$ cat src/rtl/stb_pkg.sv
package stb_pkg;
  localparam int unsigned STB_W   = 8;
  localparam int unsigned RQS_BIT = 6;
  localparam int unsigned MAV_BIT = 4;
  // bits that carry summary messages: 7,5,4,3,2,0
  localparam logic [STB_W-1:0] SUM_MASK = 8'hBD;
endpackage

$ cat src/rtl/stb_summary.sv
module stb_summary
  import stb_pkg::*;
#(
  parameter bit CLR_MAV = 1'b1
) (
  input  logic             clk,
  input  logic             rst_n,
  input  logic [STB_W-1:0] sum_msg,
  input  logic             clr_stat,
  output logic [STB_W-1:0] sbits
);
  localparam logic [STB_W-1:0] MAV_ONE  = STB_W'(1) << MAV_BIT;
  localparam logic [STB_W-1:0] CLR_MASK = CLR_MAV ? SUM_MASK : (SUM_MASK & ~MAV_ONE);
  localparam logic [STB_W-1:0] RST_HOLD = SUM_MASK;

  logic [STB_W-1:0] hold_q;

  genvar b;
  generate
    for (b = 0; b < STB_W; b++) begin : g_bit
      if (SUM_MASK[b]) begin : g_sum
        always_ff @(posedge clk) begin
          if (!rst_n)
            hold_q[b] <= RST_HOLD[b];
          else if (clr_stat && CLR_MASK[b])
            hold_q[b] <= 1'b1;
          else if (!sum_msg[b])
            hold_q[b] <= 1'b0;
        end
        assign sbits[b] = rst_n & sum_msg[b] & ~hold_q[b];
      end else begin : g_none
        always_ff @(posedge clk) hold_q[b] <= 1'b0;
        assign sbits[b] = 1'b0;
      end
    end
  endgenerate
endmodule

$ cat src/rtl/stb_sre_reg.sv
module stb_sre_reg
  import stb_pkg::*;
(
  input  logic             clk,
  input  logic             rst_n,
  input  logic             wr,
  input  logic [STB_W-1:0] wdata,
  output logic [STB_W-1:0] mask
);
  always_ff @(posedge clk) begin
    if (!rst_n)  mask <= '0;
    else if (wr) mask <= wdata & SUM_MASK;
  end
endmodule

$ cat src/rtl/stb_rqs.sv
module stb_rqs
  import stb_pkg::*;
(
  input  logic             clk,
  input  logic             rst_n,
  input  logic [STB_W-1:0] sbits,
  input  logic [STB_W-1:0] mask,
  input  logic             poll_req,
  input  logic             clr_stat,
  output logic             mss,
  output logic             rise,
  output logic             flag
);
  logic mss_prev_q;

  assign mss  = |(sbits & mask & SUM_MASK);
  assign rise = mss & ~mss_prev_q;

  always_ff @(posedge clk) begin
    if (!rst_n) begin
      mss_prev_q <= 1'b0;
      flag       <= 1'b0;
    end else begin
      mss_prev_q <= mss;
      if (clr_stat)      flag <= 1'b0;
      else if (rise)     flag <= 1'b1;
      else if (poll_req) flag <= 1'b0;
    end
  end
endmodule

$ cat src/rtl/stb_srq_core.sv
module stb_srq_core
  import stb_pkg::*;
#(
  parameter bit CLR_MAV = 1'b1
) (
  input  logic             clk,
  input  logic             rst_n,
  input  logic [STB_W-1:0] sum_msg,
  input  logic             sre_wr,
  input  logic [STB_W-1:0] sre_wdata,
  output logic [STB_W-1:0] sre_rdata,
  input  logic             clr_stat,
  input  logic             poll_req,
  output logic [STB_W-1:0] query_data,
  output logic [STB_W-1:0] poll_data,
  output logic             srq_o
);
  logic [STB_W-1:0] sbits;
  logic             mss, rise, flag;

  stb_summary #(.CLR_MAV(CLR_MAV)) u_sum (
    .clk(clk), .rst_n(rst_n), .sum_msg(sum_msg), .clr_stat(clr_stat), .sbits(sbits)
  );

  stb_sre_reg u_sre (
    .clk(clk), .rst_n(rst_n), .wr(sre_wr), .wdata(sre_wdata), .mask(sre_rdata)
  );

  stb_rqs u_rqs (
    .clk(clk), .rst_n(rst_n), .sbits(sbits), .mask(sre_rdata),
    .poll_req(poll_req), .clr_stat(clr_stat), .mss(mss), .rise(rise), .flag(flag)
  );

  always_comb begin
    query_data          = sbits;
    query_data[RQS_BIT] = mss;
    poll_data           = sbits;
    poll_data[RQS_BIT]  = flag;
  end

  assign srq_o = flag;
endmodule

$ cat config.mk
export PLATFORM = sky130hd
export DESIGN_NAME = stb_srq_core
export DESIGN_NICKNAME = d
export VERILOG_FILES = /design/src/rtl/stb_pkg.sv /design/src/rtl/stb_summary.sv /design/src/rtl/stb_sre_reg.sv /design/src/rtl/stb_rqs.sv /design/src/rtl/stb_srq_core.sv
export SDC_FILE = /design/constraint.sdc
export NUM_CORES = 1
export LEC_CHECK = 0
export CORE_MARGIN = 2
export CORE_UTILIZATION = 36
export CTS_CLUSTER_DIAMETER = 200
export CTS_CLUSTER_SIZE = 16
export DETAILED_ROUTE_END_ITERATION = 6
export PLACE_DENSITY = 0.9
export RECOVER_POWER = 50
export REMOVE_ABC_BUFFERS = 1
export SLEW_MARGIN = 10
export SYNTH_ARGS = -nofsm -noshare
export SYNTH_HDL_FRONTEND = slang
export SYNTH_SLANG_ARGS = --single-unit
$ cat constraint.sdc
create_clock -name clk -period 2.2 [get_ports clk]
set_input_delay 0.22 -clock clk [delete_from_list [all_inputs] [get_ports clk]]
set_output_delay 0.22 -clock clk [all_outputs]
set_load 0.02 [all_outputs]
== After elaboration in Yosys (flattened, before gate mapping) ==
Cells that the tools add are included.

* Flip-flop bits (word level): 14
* Input bits: 21
* Output and inout bits: 25
* Word-level logic and storage cells: 36

* Mux-type cells: 2
* Bitwise gates (word level): 22
* Reductions and logical operators: 3

{| class="wikitable"
|+ Operator list
! kind !! number
|-
| 1-bit bitwise AND || 13
|-
| 8-bit bitwise AND || 1
|-
| 1-bit inverter || 8
|-
| 6-bit OR reduction || 1
|-
| 1-bit two-way mux || 2
|-
| 2-bit nonzero test || 1
|-
| 2-bit OR reduction || 1
|}

== Longest topological paths before layout ==
Gate-level depths: netlist of run 1.

* Word-level depth: 6
* Mapped depth: 6
* Gate-level depth less buffers: 4

== Hierarchy ==
A second synthesis of run 1 with hierarchy kept.

* Cells, all modules: 77
* Area, all modules: 695.7 um^2

{| class="wikitable"
|+ By module, submodules not included
! module !! times used !! cells each !! area an instance (um^2) !! sequential area each (um^2)
|-
| stb_sre_reg || 1 || 22 || 247.7 || 120.1
|-
| stb_summary || 1 || 34 || 242.7 || 120.1
|-
| stb_rqs || 1 || 12 || 137.6 || 40.0
|-
| stb_srq_core || 1 || 9 || 67.6 || 0.0
|}

== Worst setup path before layout of run 1 ==
Ideal clock, no wire load.

* Path type: register -> output
* Start: register u_sum.hold_q[0]
* End: output port query_data[6]
* Arrival time: 1.263 ns
* Data required time: 1.980 ns
* Setup slack: 0.717 ns
* Stages on the path, launching flop included: 6
* Buffers on the path: 1
* Cells stage by stage: dfxtp_1 > and3b_1 > a22o_1 > a221oi_2 > nand2_1 > buf_4

* Word-level cells in the longest chain between the ends: 4

{| class="wikitable"
|+ RTL lines
! element !! RTL line !! RTL
|-
| from (decl) || stb_summary.sv:16 || <nowiki>logic [STB_W-1:0] hold_q;</nowiki>
|-
| from (signal, indexed assignment) || stb_summary.sv:24 || <nowiki>hold_q[b] <= RST_HOLD[b];</nowiki>
|-
| 1-bit inverter || stb_summary.sv:30 || <nowiki>assign sbits[b] = rst_n & sum_msg[b] & ~hold_q[b];</nowiki>
|-
| 1-bit bitwise AND || stb_summary.sv:30 ||
|-
| net poll_data[0] || stb_srq_core.sv:15 || <nowiki>output logic [STB_W-1:0] poll_data,</nowiki>
|-
| 8-bit bitwise AND || stb_rqs.sv:16 || <nowiki>assign mss = |(sbits & mask & SUM_MASK);</nowiki>
|-
| 6-bit OR reduction || stb_rqs.sv:16 ||
|-
| to (decl) || stb_srq_core.sv:14 || <nowiki>output logic [STB_W-1:0] query_data,</nowiki>
|}

The timed path passes the listed nets, and every way through them passes these cells.

== Worst setup path after layout of run 1 ==
* Start: input port rst_n
* End: output port poll_data[2]

* Word-level cells in the longest chain between the ends: 2

{| class="wikitable"
|+ RTL lines
! element !! RTL line !! RTL
|-
| from (decl) || stb_srq_core.sv:7 || <nowiki>input logic rst_n,</nowiki>
|-
| 1-bit bitwise AND (2 in a row) || stb_summary.sv:30 ||
|-
| to (decl) || stb_srq_core.sv:15 ||
|}

No other way between the ends.

==> results of run 1 <==
==> layout by cell type, fill, tap and decap left out, types with 2 or more instances in the layout <==
| cell type | count |
|---|---|
| sky130_fd_sc_hd__dfxtp_1 | 14 |
| sky130_fd_sc_hd__nor2b_1 | 6 |
| sky130_fd_sc_hd__clkdlybuf4s50_1 | 30 |
| sky130_fd_sc_hd__nand2_1 | 20 |
| sky130_fd_sc_hd__buf_4 | 9 |
| sky130_fd_sc_hd__nor2_1 | 4 |
| sky130_fd_sc_hd__clkbuf_4 | 3 |
| sky130_fd_sc_hd__dlygate4sd3_1 | 6 |
| sky130_fd_sc_hd__conb_1 | 4 |
| sky130_fd_sc_hd__mux2i_1 | 6 |
| sky130_fd_sc_hd__and3b_1 | 2 |
==> worst min path at each step <==
stage                     slack [ns]                           end                    startpoint
after global placement          0.43  u_sum.hold_q[7]$_SDFFE_PP1N_  u_sum.hold_q[7]$_SDFFE_PP1N_
after global routing            0.47  u_sum.hold_q[0]$_SDFFE_PP1N_  u_sum.hold_q[0]$_SDFFE_PP1N_
after detailed placement        0.43  u_sum.hold_q[0]$_SDFFE_PP1N_  u_sum.hold_q[0]$_SDFFE_PP1N_
final                           0.44  u_sum.hold_q[0]$_SDFFE_PP1N_  u_sum.hold_q[0]$_SDFFE_PP1N_
after CTS                       0.44  u_sum.hold_q[0]$_SDFFE_PP1N_  u_sum.hold_q[0]$_SDFFE_PP1N_
after floorplan                 0.33  u_sum.hold_q[0]$_SDFFE_PP1N_                    sum_msg[0]
==> metrics by stage <==
step / TNS, ns / area, sq um / power (mW) / hold WS (ns)
4_1_cts: 0 / 1030 / 0.525 / 0.443
6_report: 0 / 1030 / 0.519 / 0.442
3_5_place_dp: -0.0503 / 1010 / 0.393 / 0.430
2_1_floorplan: 0 / 552 / 0.323 / 0.331
3_3_place_gp: 0 / 1010 / 0.389 / 0.426
5_1_grt: 0 / 1030 / 0.541 / 0.468
==> per-layer routing <==
metal | wire length [microns] | up-vias | share of wire, % | GRT usage (%)
li1 | - | 297 | - | -
met1 | 644 | 274 | 42 | 18.4
met2 | 804 | 17 | 53 | 26.7
met3 | 75 | 0 | 4.9 | 3.53
met4 | 0 | 0 | 0 | 3.43
met5 | 0 | - | 0 | 0
==> cell type report <==
| cell class | count | area [sq um] | area share, % |
|---|---|---|---|
| timing repair buffer | 46 | 437 | 42.3 |
| clock buffer | 3 | 22.5 | 2.18 |
| tap | 17 | 21.3 | 2.06 |
| sequential | 14 | 280 | 27.2 |
| multi-input combinational | 48 | 272 | 26.3 |
==> report_power, final <==
part,switching (mW),internal (mW)
Combinational,0.0495,0.0610
Clock,0.0713,0.0632
Sequential,0.00828,0.266
==> critical path, cell delays in order <==
cell and delay (ns):
sky130_fd_sc_hd__clkdlybuf4s50_1 0.53, sky130_fd_sc_hd__buf_4 0.16, sky130_fd_sc_hd__nand2_1 0.05, sky130_fd_sc_hd__nor2_1 0.17, sky130_fd_sc_hd__buf_4 0.15, sky130_fd_sc_hd__clkdlybuf4s50_1 0.59
==> cells by family (layout without fill, tap and decap cells) <==
logic type | count (synthesis) | count (layout) | share of synthesized area (%)
multiplexers | 6 | 6 | 9.39
buffers and inverters | 14 | 49 | 15.5
other | 1 | 4 | 0.587
AO/OA/AOI/OAI | 4 | 4 | 5.87
flip-flops | 14 | 14 | 43.8
AND/OR/NAND/NOR | 34 | 34 | 24.9
==> sequential cells by signal, indices dropped and copies added, names as in the netlist <==
signal	flops
u_rqs.flag	1
u_sum.hold_q	6
u_sre.mask	6
u_rqs.mss_prev_q	1
==> timing repair <==
item                       CTS  global route
setup endpoints to repair    1             0
resized for setup            1             0
buffers inserted             0             0
==> impl_metrics.csv, run 1 <==
group,metric,value,unit
sta,finalCriticalPeriod,2.09,ns
global_route,grt_pass1_wl,2300,microns
route,route.antenna.remaining_nets,0,
route,drc_errors,0,
setup_path,worst_r2r_startpoint,"u_sum.hold_q[0]$_SDFFE_PP1N_",
die,initial_core_util,37.9,%
sta,finalHoldViolCount,0,
sta,timing_limited_maximum_frequency,0.479,GHz
setup_path,timing.reg2reg.setup_slack,0.85,ns
cts,cts_tree,"built",
global_route,sum_of_overflow_across_all_layers_after_global_routing,0,
setup_path,startpoint_type,"input pin",
setup_path,reg2reg_depth,5,
logic_synthesis,yosys_warnings,0,
finish,final-instance-count-excl-fill,128,
placement,port_buffers,37,
setup_path,worst-setup-path-type,"input pin to output pin",
job,max_cap_violations,0,
cts,insertion_delay,0.26,ns
die,die-height,46.1,microns
cts,clock-sinks,14,
logic_synthesis,synthesis.area_per_instance,8.76,sq um
die,placeableCoreArea,1690,sq um
sta,finalSetupViolations,0,
logic_synthesis,synth.largest_area_cell,"sky130_fd_sc_hd__dfxtp_1",
power_and_ir_drop,power_per_cell_area,503,nW/um^2
cts,cts_max_level,1,
sta,fin_worst_skew,0.00163,ns
route,detail_route.iter0.violations,2,
route,detailroute.via_count,588,
route,drt-wirelength-per-cell,11.9,microns
setup_path,critical_path.endpoint_type,"output pin",
cts,tritoncts_buffers,3,
die,floorplan.rows,15,
placement,place.detailed.instances,125,
logic_synthesis,synthArstFlopShare,0,%
die,die_area,2130,sq um
logic_synthesis,netlist_area,639,sq um
logic_synthesis,number_of_synthesized_flops_with_an_enable_pin,0,
global_route,maximum_number_of_pins_on_one_net_before_global_route_repair,8,
finish,nFillCells,149,
global_route,grt_use_total,15.1,%
power_and_ir_drop,worst_ir_drop_vdd,0.000352,V
sta,rsz0062_at_grt,"false",
power_and_ir_drop,total_leakage_power,0.479,nW
placement,hpwl,1280,microns
cts,cts_hold_buffers,0,
placement,globalplace.congestion,0.659,
die,i_o_pin_cnt,46,
run_status,run_status,"complete, no violations",
global_route,antenna_found_initial,0,
setup_path,cp.required,1.98,ns
hold_path,worst_hold_path.num_cells,2,
finish,syn2layout_area_growth,61.4,%
route,dr.pass1.iters,3,
logic_synthesis,ys_seq_area_share,43.8,%
route,detail_route.vias_per_cell,4.59,
logic_synthesis,post-synth-top-count-cell,"sky130_fd_sc_hd__nand2_1",
setup_path,worst_setup_path_endpoint,"poll_data[2]",
global_route,first_global_vias,527,
hold_path,hold_path.class,"register to register",
logic_synthesis,synth_seq_cells,14,
logic_synthesis,ys_dominant_reg_cell,"sky130_fd_sc_hd__dfxtp_1",
logic_synthesis,ys_top_cells_by_area,"sky130_fd_sc_hd__dfxtp_1, sky130_fd_sc_hd__buf_4, sky130_fd_sc_hd__nand2_1, sky130_fd_sc_hd__mux2i_1, sky130_fd_sc_hd__nor2b_1",
setup_path,critPathArrivalTime,1.87,ns
cts,clock_path_buffers,2,
cts,cts.clk_slew.worst_paths,0.08,ns
setup_path,worst_setup_path_startpoint,"rst_n",
finish,post-route-util,61.1,%
die,fp.dieW,46.1,microns
setup_path,cp_max_fo,6,
sta,layout_worst_path_cycle_share,94.9,%
logic_synthesis,synthDominantCellAreaShare,43.8,%
finish,drive_gt1_share,11.7,%
placement,dp_worst_setup_slack,-0.0503,ns
setup_path,capture_point_of_the_worst_reg_to_reg_path,"u_rqs.flag$_SDFFE_PP0P_",
logic_synthesis,synthTopCellsByCount,"sky130_fd_sc_hd__nand2_1, sky130_fd_sc_hd__dfxtp_1, sky130_fd_sc_hd__buf_4, sky130_fd_sc_hd__mux2i_1, sky130_fd_sc_hd__nor2b_1",
logic_synthesis,number_of_unique_standard_cell_types_used_by_synthesis,16,
sta,finalMaxSlewViolations,0,
sta,fin_ws,0.112,ns
route,finalWirelength,1520,microns
finish,diodes_inserted,0,
cts,clock-root-buffer,"sky130_fd_sc_hd__clkbuf_4",
finish,nets,134,
logic_synthesis,syn_inst,73,
(Power assumes the default switching activity.)
==> run 2, diff against run 1 <==
--- a/config.mk
+++ b/config.mk
@@ -10,7 +10,7 @@
 export CTS_CLUSTER_DIAMETER = 200
 export CTS_CLUSTER_SIZE = 16
 export DETAILED_ROUTE_END_ITERATION = 6
-export PLACE_DENSITY = 0.9
+export PLACE_DENSITY = 0.83
 export RECOVER_POWER = 50
 export REMOVE_ABC_BUFFERS = 1
 export SLEW_MARGIN = 10
==> run 2 against run 1 <==
Final cell count grew 0.78%. Sequential power barely moved. Die area unchanged. Combinational power hardly changed. Critical path depth stayed put. Count of clock-buffer cells in the layout rose by 1. Flip-flop and latch count did not move. Sequential share of layout area is 0.36 points lower. Critical path type unchanged. Largest cell class unchanged.
==> impl_metrics.csv, run 2 (synthesized netlist as in run 1, its figures left out) <==
group,metric,value,unit
run_status,run_status,"complete, no violations",
finish,syn2layout_area_growth,63.6,%
cts,clock-root-buffer,"sky130_fd_sc_hd__clkbuf_4",
global_route,antenna_found_initial,0,
route,finalWirelength,1430,microns
power_and_ir_drop,worst_ir_drop_vdd,0.000369,V
cts,cts_hold_buffers,0,
cts,cts_post_setup_buffers_inserted,0,
die,floorplan.rows,15,
finish,layout.cells.most_common,"sky130_fd_sc_hd__clkdlybuf4s50_1",
sta,finalMaxSlewViolations,0,
route,detail_route.vias_per_cell,4.55,
sta,finalCriticalPeriod,2.08,ns
sta,rsz0062_at_grt,"false",
sta,layout_worst_path_cycle_share,94.4,%
route,dr.pass1.iters,4,
finish,reg.largest.list,"u_sre.mask (6), u_sum.hold_q (6)",
global_route,first_global_vias,583,
global_route,grt_use_total,15.3,%
die,initial_core_util,37.9,%
setup_path,timing.reg2reg.setup_slack,0.85,ns
power_and_ir_drop,power_per_cell_area,546,nW/um^2
finish,diodes_inserted,0,
route,detail_route.iter0.violations,10,
die,die-height,46.1,microns
cts,clock-sinks,14,
sta,finalHoldViolCount,0,
setup_path,cp_max_fo,6,
setup_path,critPathArrivalTime,1.86,ns
route,drc_errors,0,
global_route,maximum_number_of_pins_on_one_net_before_global_route_repair,9,
finish,nFillCells,149,
cts,cts.clk_slew.worst_paths,0.08,ns
cts,cts_max_level,1,
route,route.antenna.remaining_nets,0,
finish,nets,134,
die,die_area,2130,sq um
sta,timing_limited_maximum_frequency,0.482,GHz
sta,fin_worst_skew,0.00329,ns
setup_path,cp.required,1.98,ns
placement,globalplace.congestion,0.649,
setup_path,critical_path.endpoint_type,"output pin",
cts,tritoncts_buffers,3,
setup_path,worst_setup_path_startpoint,"rst_n",
placement,hpwl,1190,microns
die,fp.dieW,46.1,microns
sta,finalSetupViolations,0,
job,max_cap_violations,0,
cts,clock_path_buffers,2,
placement,place.detailed.instances,125,
global_route,grt_pass1_wl,2230,microns
cts,insertion_delay,0.29,ns
finish,final-instance-count-excl-fill,129,
global_route,sum_of_overflow_across_all_layers_after_global_routing,0,
setup_path,worst-setup-path-type,"input pin to output pin",
route,drt-wirelength-per-cell,11.1,microns
die,placeableCoreArea,1690,sq um
setup_path,startpoint_type,"input pin",
hold_path,worst_hold_startpoint,"u_sum.hold_q[4]$_SDFFE_PP1N_",
hold_path,hold_path.class,"register to register",
power_and_ir_drop,fin_total_pwr,0.571,mW
route,detailroute.via_count,587,
placement,port_buffers,37,
finish,mostFrequentLayoutCells,"sky130_fd_sc_hd__clkdlybuf4s50_1, sky130_fd_sc_hd__nand2_1, sky130_fd_sc_hd__dfxtp_1",
finish,drive_gt1_share,12.5,%
setup_path,worst_r2r_startpoint,"u_sum.hold_q[0]$_SDFFE_PP1N_",
power_and_ir_drop,total_leakage_power,0.481,nW
die,i_o_pin_cnt,46,
cts,cts_tree,"built",
==> run 2: cell types whose count changed in the layout (fill, tap and decap cells not counted) <==
cell | before | now
sky130_fd_sc_hd__buf_4 | 9 | 8
sky130_fd_sc_hd__clkbuf_4 | 3 | 4
sky130_fd_sc_hd__clkbuf_8 | 0 | 1
sky130_fd_sc_hd__clkdlybuf4s50_1 | 30 | 32
sky130_fd_sc_hd__dlygate4sd3_1 | 6 | 4
==> run 2: final cells by class <==
class	count	area (sq um)	area share (%)
Sequential cell	14	280	26.8
Clock buffer	4	36.3	3.47
Tap cell	17	21.3	2.03
Multi-Input combinational cell	48	272	26.0
Timing Repair Buffer	46	437	41.7
==> run 2: path summary, 6_finish.rpt <==
check,depth (start not counted),to
min,2,u_sum.hold_q[4]$_SDFFE_PP1N_
max reg2reg,5,u_rqs.flag$_SDFFE_PP0P_
max,6,poll_data[2]
min reg2reg,2,u_sum.hold_q[4]$_SDFFE_PP1N_
==> run 2: per-stage QoR <==
step | util [%] | worst slack [ns] | hold WS, ns | cell area [sq um] | setup TNS [ns]
6_report | 61.9 | 0.124 | 0.449 | 1050 | 0
5_1_grt | 61.9 | 0.0215 | 0.484 | 1050 | 0
4_1_cts | 61.9 | 0.116 | 0.451 | 1050 | 0
3_5_place_dp | 59.9 | -0.0296 | 0.438 | 1010 | -0.0296
3_3_place_gp | 59.9 | 0.0223 | 0.429 | 1010 | 0
2_1_floorplan | - | 0.654 | 0.331 | 552 | 0
==> run 2: critical path: stages <==
cell	delay (ns)
sky130_fd_sc_hd__clkdlybuf4s50_1	0.52
sky130_fd_sc_hd__buf_4	0.15
sky130_fd_sc_hd__nand2_1	0.05
sky130_fd_sc_hd__nor2_1	0.17
sky130_fd_sc_hd__buf_4	0.15
sky130_fd_sc_hd__clkdlybuf4s50_1	0.59
==> run 2: where the power goes <==
group | internal, mW | switching [mW] | total [mW]
sequential | 0.266 | 0.00811 | 0.274
combinational | 0.0614 | 0.0483 | 0.110
clock | 0.101 | 0.0866 | 0.188
total | 0.428 | 0.143 | 0.571
==> run 2: layer usage <==
metal | share of wire (%) | global-route usage [%]
met1 | 39 | 13.4
met2 | 53 | 28.6
met3 | 6.5 | 5.88
met4 | 2.2 | 9.14
met5 | 0 | 0
==> run 2: timing repair <==
action                                 CTS  global route
endpoints found under the hold margin    0             0
gates resized for setup                  1             0
setup endpoints to repair                1             0
==> run 3, diff against run 2 <==
--- a/config.mk
+++ b/config.mk
@@ -13,6 +13,7 @@
 export PLACE_DENSITY = 0.83
 export RECOVER_POWER = 50
 export REMOVE_ABC_BUFFERS = 1
+export SETUP_SLACK_MARGIN = 0.05
 export SLEW_MARGIN = 10
 export SYNTH_ARGS = -nofsm -noshare
 export SYNTH_HDL_FRONTEND = slang
==> run 3 against run 2 <==
Non-clock buffer count did not move. Highest routed layer unchanged. Design area grew 0.48%. Clock power barely moved. Combinational power is essentially flat. Final cell count did not move. Utilization up 0.30 points. Global-route usage did not move. Via count unchanged.
==> impl_metrics.csv, run 3 (synthesized netlist as in run 1, its figures left out) <==
group,metric,value,unit
run_status,run_status,"complete, no violations",
sta,finalMaxSlewViolations,0,
global_route,sum_of_overflow_across_all_layers_after_global_routing,0,
setup_path,capture_point_of_the_worst_reg_to_reg_path,"u_rqs.flag$_SDFFE_PP0P_",
finish,syn2layout_area_growth,64.4,%
global_route,first_global_vias,583,
finish,diodes_inserted,0,
cts,clock-root-buffer,"sky130_fd_sc_hd__clkbuf_4",
sta,finalSetupViolations,0,
setup_path,worst_setup_path_startpoint,"rst_n",
route,drt-wirelength-per-cell,11.1,microns
setup_path,critical_path_depth,6,
route,detail_route.vias_per_cell,4.55,
placement,hpwl,1190,microns
die,fp.dieW,46.1,microns
cts,cts_hold_buffers,0,
setup_path,startpoint_type,"input pin",
sta,rsz0062_at_grt,"false",
die,die_area,2130,sq um
hold_path,hold_path.class,"register to register",
power_and_ir_drop,worst_ir_drop_vdd,0.000368,V
die,die-height,46.1,microns
global_route,maximum_number_of_pins_on_one_net_before_global_route_repair,9,
finish,reg.largest.list,"u_sre.mask (6), u_sum.hold_q (6)",
finish,drive_gt1_share,12.5,%
cts,clock-sinks,14,
finish,layout.cells.most_common,"sky130_fd_sc_hd__clkdlybuf4s50_1",
setup_path,cp_slowest_stage_delay,0.59,ns
global_route,grt_pass1_wl,2230,microns
sta,layout_worst_path_cycle_share,93.9,%
cts,clock_path_buffers,2,
sta,timing_limited_maximum_frequency,0.484,GHz
cts,insertion_delay,0.29,ns
setup_path,timing.critical_path.slowest_stage_cell,"sky130_fd_sc_hd__clkdlybuf4s50_1",
setup_path,worst-setup-path-type,"input pin to output pin",
cts,cts.clk_slew.worst_paths,0.08,ns
setup_path,worst_r2r_startpoint,"u_sum.hold_q[0]$_SDFFE_PP1N_",
placement,globalplace.congestion,0.649,
setup_path,worst_setup_path_endpoint,"query_data[5]",
sta,fin_worst_skew,0.00329,ns
finish,stdcell_area,1050,sq um
route,finalWirelength,1440,microns
route,detailroute.via_count,587,
setup_path,cp.required,1.98,ns
finish,mostFrequentLayoutCells,"sky130_fd_sc_hd__clkdlybuf4s50_1, sky130_fd_sc_hd__nand2_1, sky130_fd_sc_hd__dfxtp_1",
cts,tritoncts_buffers,3,
cts,cts_post_setup_buffers_inserted,0,
sta,fin_tns_setup,0,ns
die,initial_core_util,37.9,%
placement,placedInstanceArea,1010,sq um
setup_path,critical_path.endpoint_type,"output pin",
placement,port_buffers,37,
route,detail_route.iter0.violations,10,
setup_path,critPathArrivalTime,1.84,ns
die,placeableCoreArea,1690,sq um
cts,cts_max_level,1,
power_and_ir_drop,total_leakage_power,0.517,nW
job,max_cap_violations,0,
finish,nets,134,
cts,cts_tree,"built",
die,i_o_pin_cnt,46,
setup_path,cpLargestDelayFamily,"buffers and inverters",
power_and_ir_drop,power_per_cell_area,543,nW/um^2
setup_path,worstPathCellList,"clkdlybuf4s50_1 -> buf_4 -> nand2_1 -> nor2_1 -> buf_4 -> clkdlybuf4s50_1",
route,drc_errors,0,
setup_path,cp_max_fo,6,
global_route,grt_use_total,15.3,%
route,route.antenna.remaining_nets,0,
route,dr.pass1.iters,4,
setup_path,path_buf_inv,4,
sta,finalHoldViolCount,0,
die,floorplan.rows,15,
cts,post_cts.resized_instances,1,
sta,finalCriticalPeriod,2.06,ns
setup_path,reg2reg_depth,5,
global_route,antenna_found_initial,0,
setup_path,timing.reg2reg.setup_slack,0.85,ns
==> run 3: changes by cell type in the layout (fill, tap and decap cells not counted) <==
| cell | change |
|---|---|
| sky130_fd_sc_hd__dlymetal6s2s_1 | +2 |
| sky130_fd_sc_hd__clkdlybuf4s50_1 | -2 |
==> run 3: final cells by class <==
cell class	instances	area (sq um)
fill	149	638
timing repair buffer	46	442
sequential	14	280
multi-input combinational	48	272
clock buffer	4	36.3
tap	17	21.3
==> run 3: power by group <==
part	total (mW)	switching, mW	internal [mW]
combinational	0.109	0.0482	0.0612
sequential	0.274	0.00811	0.266
clock	0.188	0.0866	0.101
total	0.571	0.143	0.428
==> run 3: worst register-to-register path: stages (launching register included) <==
cell and delay, ns:
sky130_fd_sc_hd__dfxtp_1 0.34, sky130_fd_sc_hd__and3b_1 0.19, sky130_fd_sc_hd__a22o_1 0.24, sky130_fd_sc_hd__a221oi_2 0.21, sky130_fd_sc_hd__clkbuf_4 0.19, sky130_fd_sc_hd__a31oi_1 0.07
==> run 3: how the worst min path moves through the flow <==
stage | startpoint | to | slack, ns | cells past startpoint
final | u_sum.hold_q[4]$_SDFFE_PP1N_ | u_sum.hold_q[4]$_SDFFE_PP1N_ | 0.45 | 2
after global routing | u_sum.hold_q[0]$_SDFFE_PP1N_ | u_sum.hold_q[0]$_SDFFE_PP1N_ | 0.48 | 2
after CTS | u_sum.hold_q[4]$_SDFFE_PP1N_ | u_sum.hold_q[4]$_SDFFE_PP1N_ | 0.45 | 2
after detailed placement | u_sum.hold_q[4]$_SDFFE_PP1N_ | u_sum.hold_q[4]$_SDFFE_PP1N_ | 0.44 | 2
after global placement | u_sum.hold_q[0]$_SDFFE_PP1N_ | u_sum.hold_q[0]$_SDFFE_PP1N_ | 0.43 | 2
after floorplan | sum_msg[0] | u_sum.hold_q[0]$_SDFFE_PP1N_ | 0.33 | 2
==> run 3: stage by stage <==
step                instances  worst slack (ns)  utilization, %  hold slack [ns]  total power [mW]
finish                    129             0.135            62.2            0.449             0.571
global route              129            0.0615            62.2            0.484             0.597
CTS                       129             0.116            61.9            0.451             0.579
detailed placement        125           -0.0296            59.9            0.438             0.392
global placement          125            0.0223            59.9            0.429             0.389
floorplan                  62             0.654               -            0.331             0.323
==> run 3: routing by layer <==
layer / wire [microns] / global-route usage (%)
met5: 0 / 0
met2: 753 / 28.6
met4: 31 / 9.14
met1: 554 / 13.4
met3: 97 / 5.88
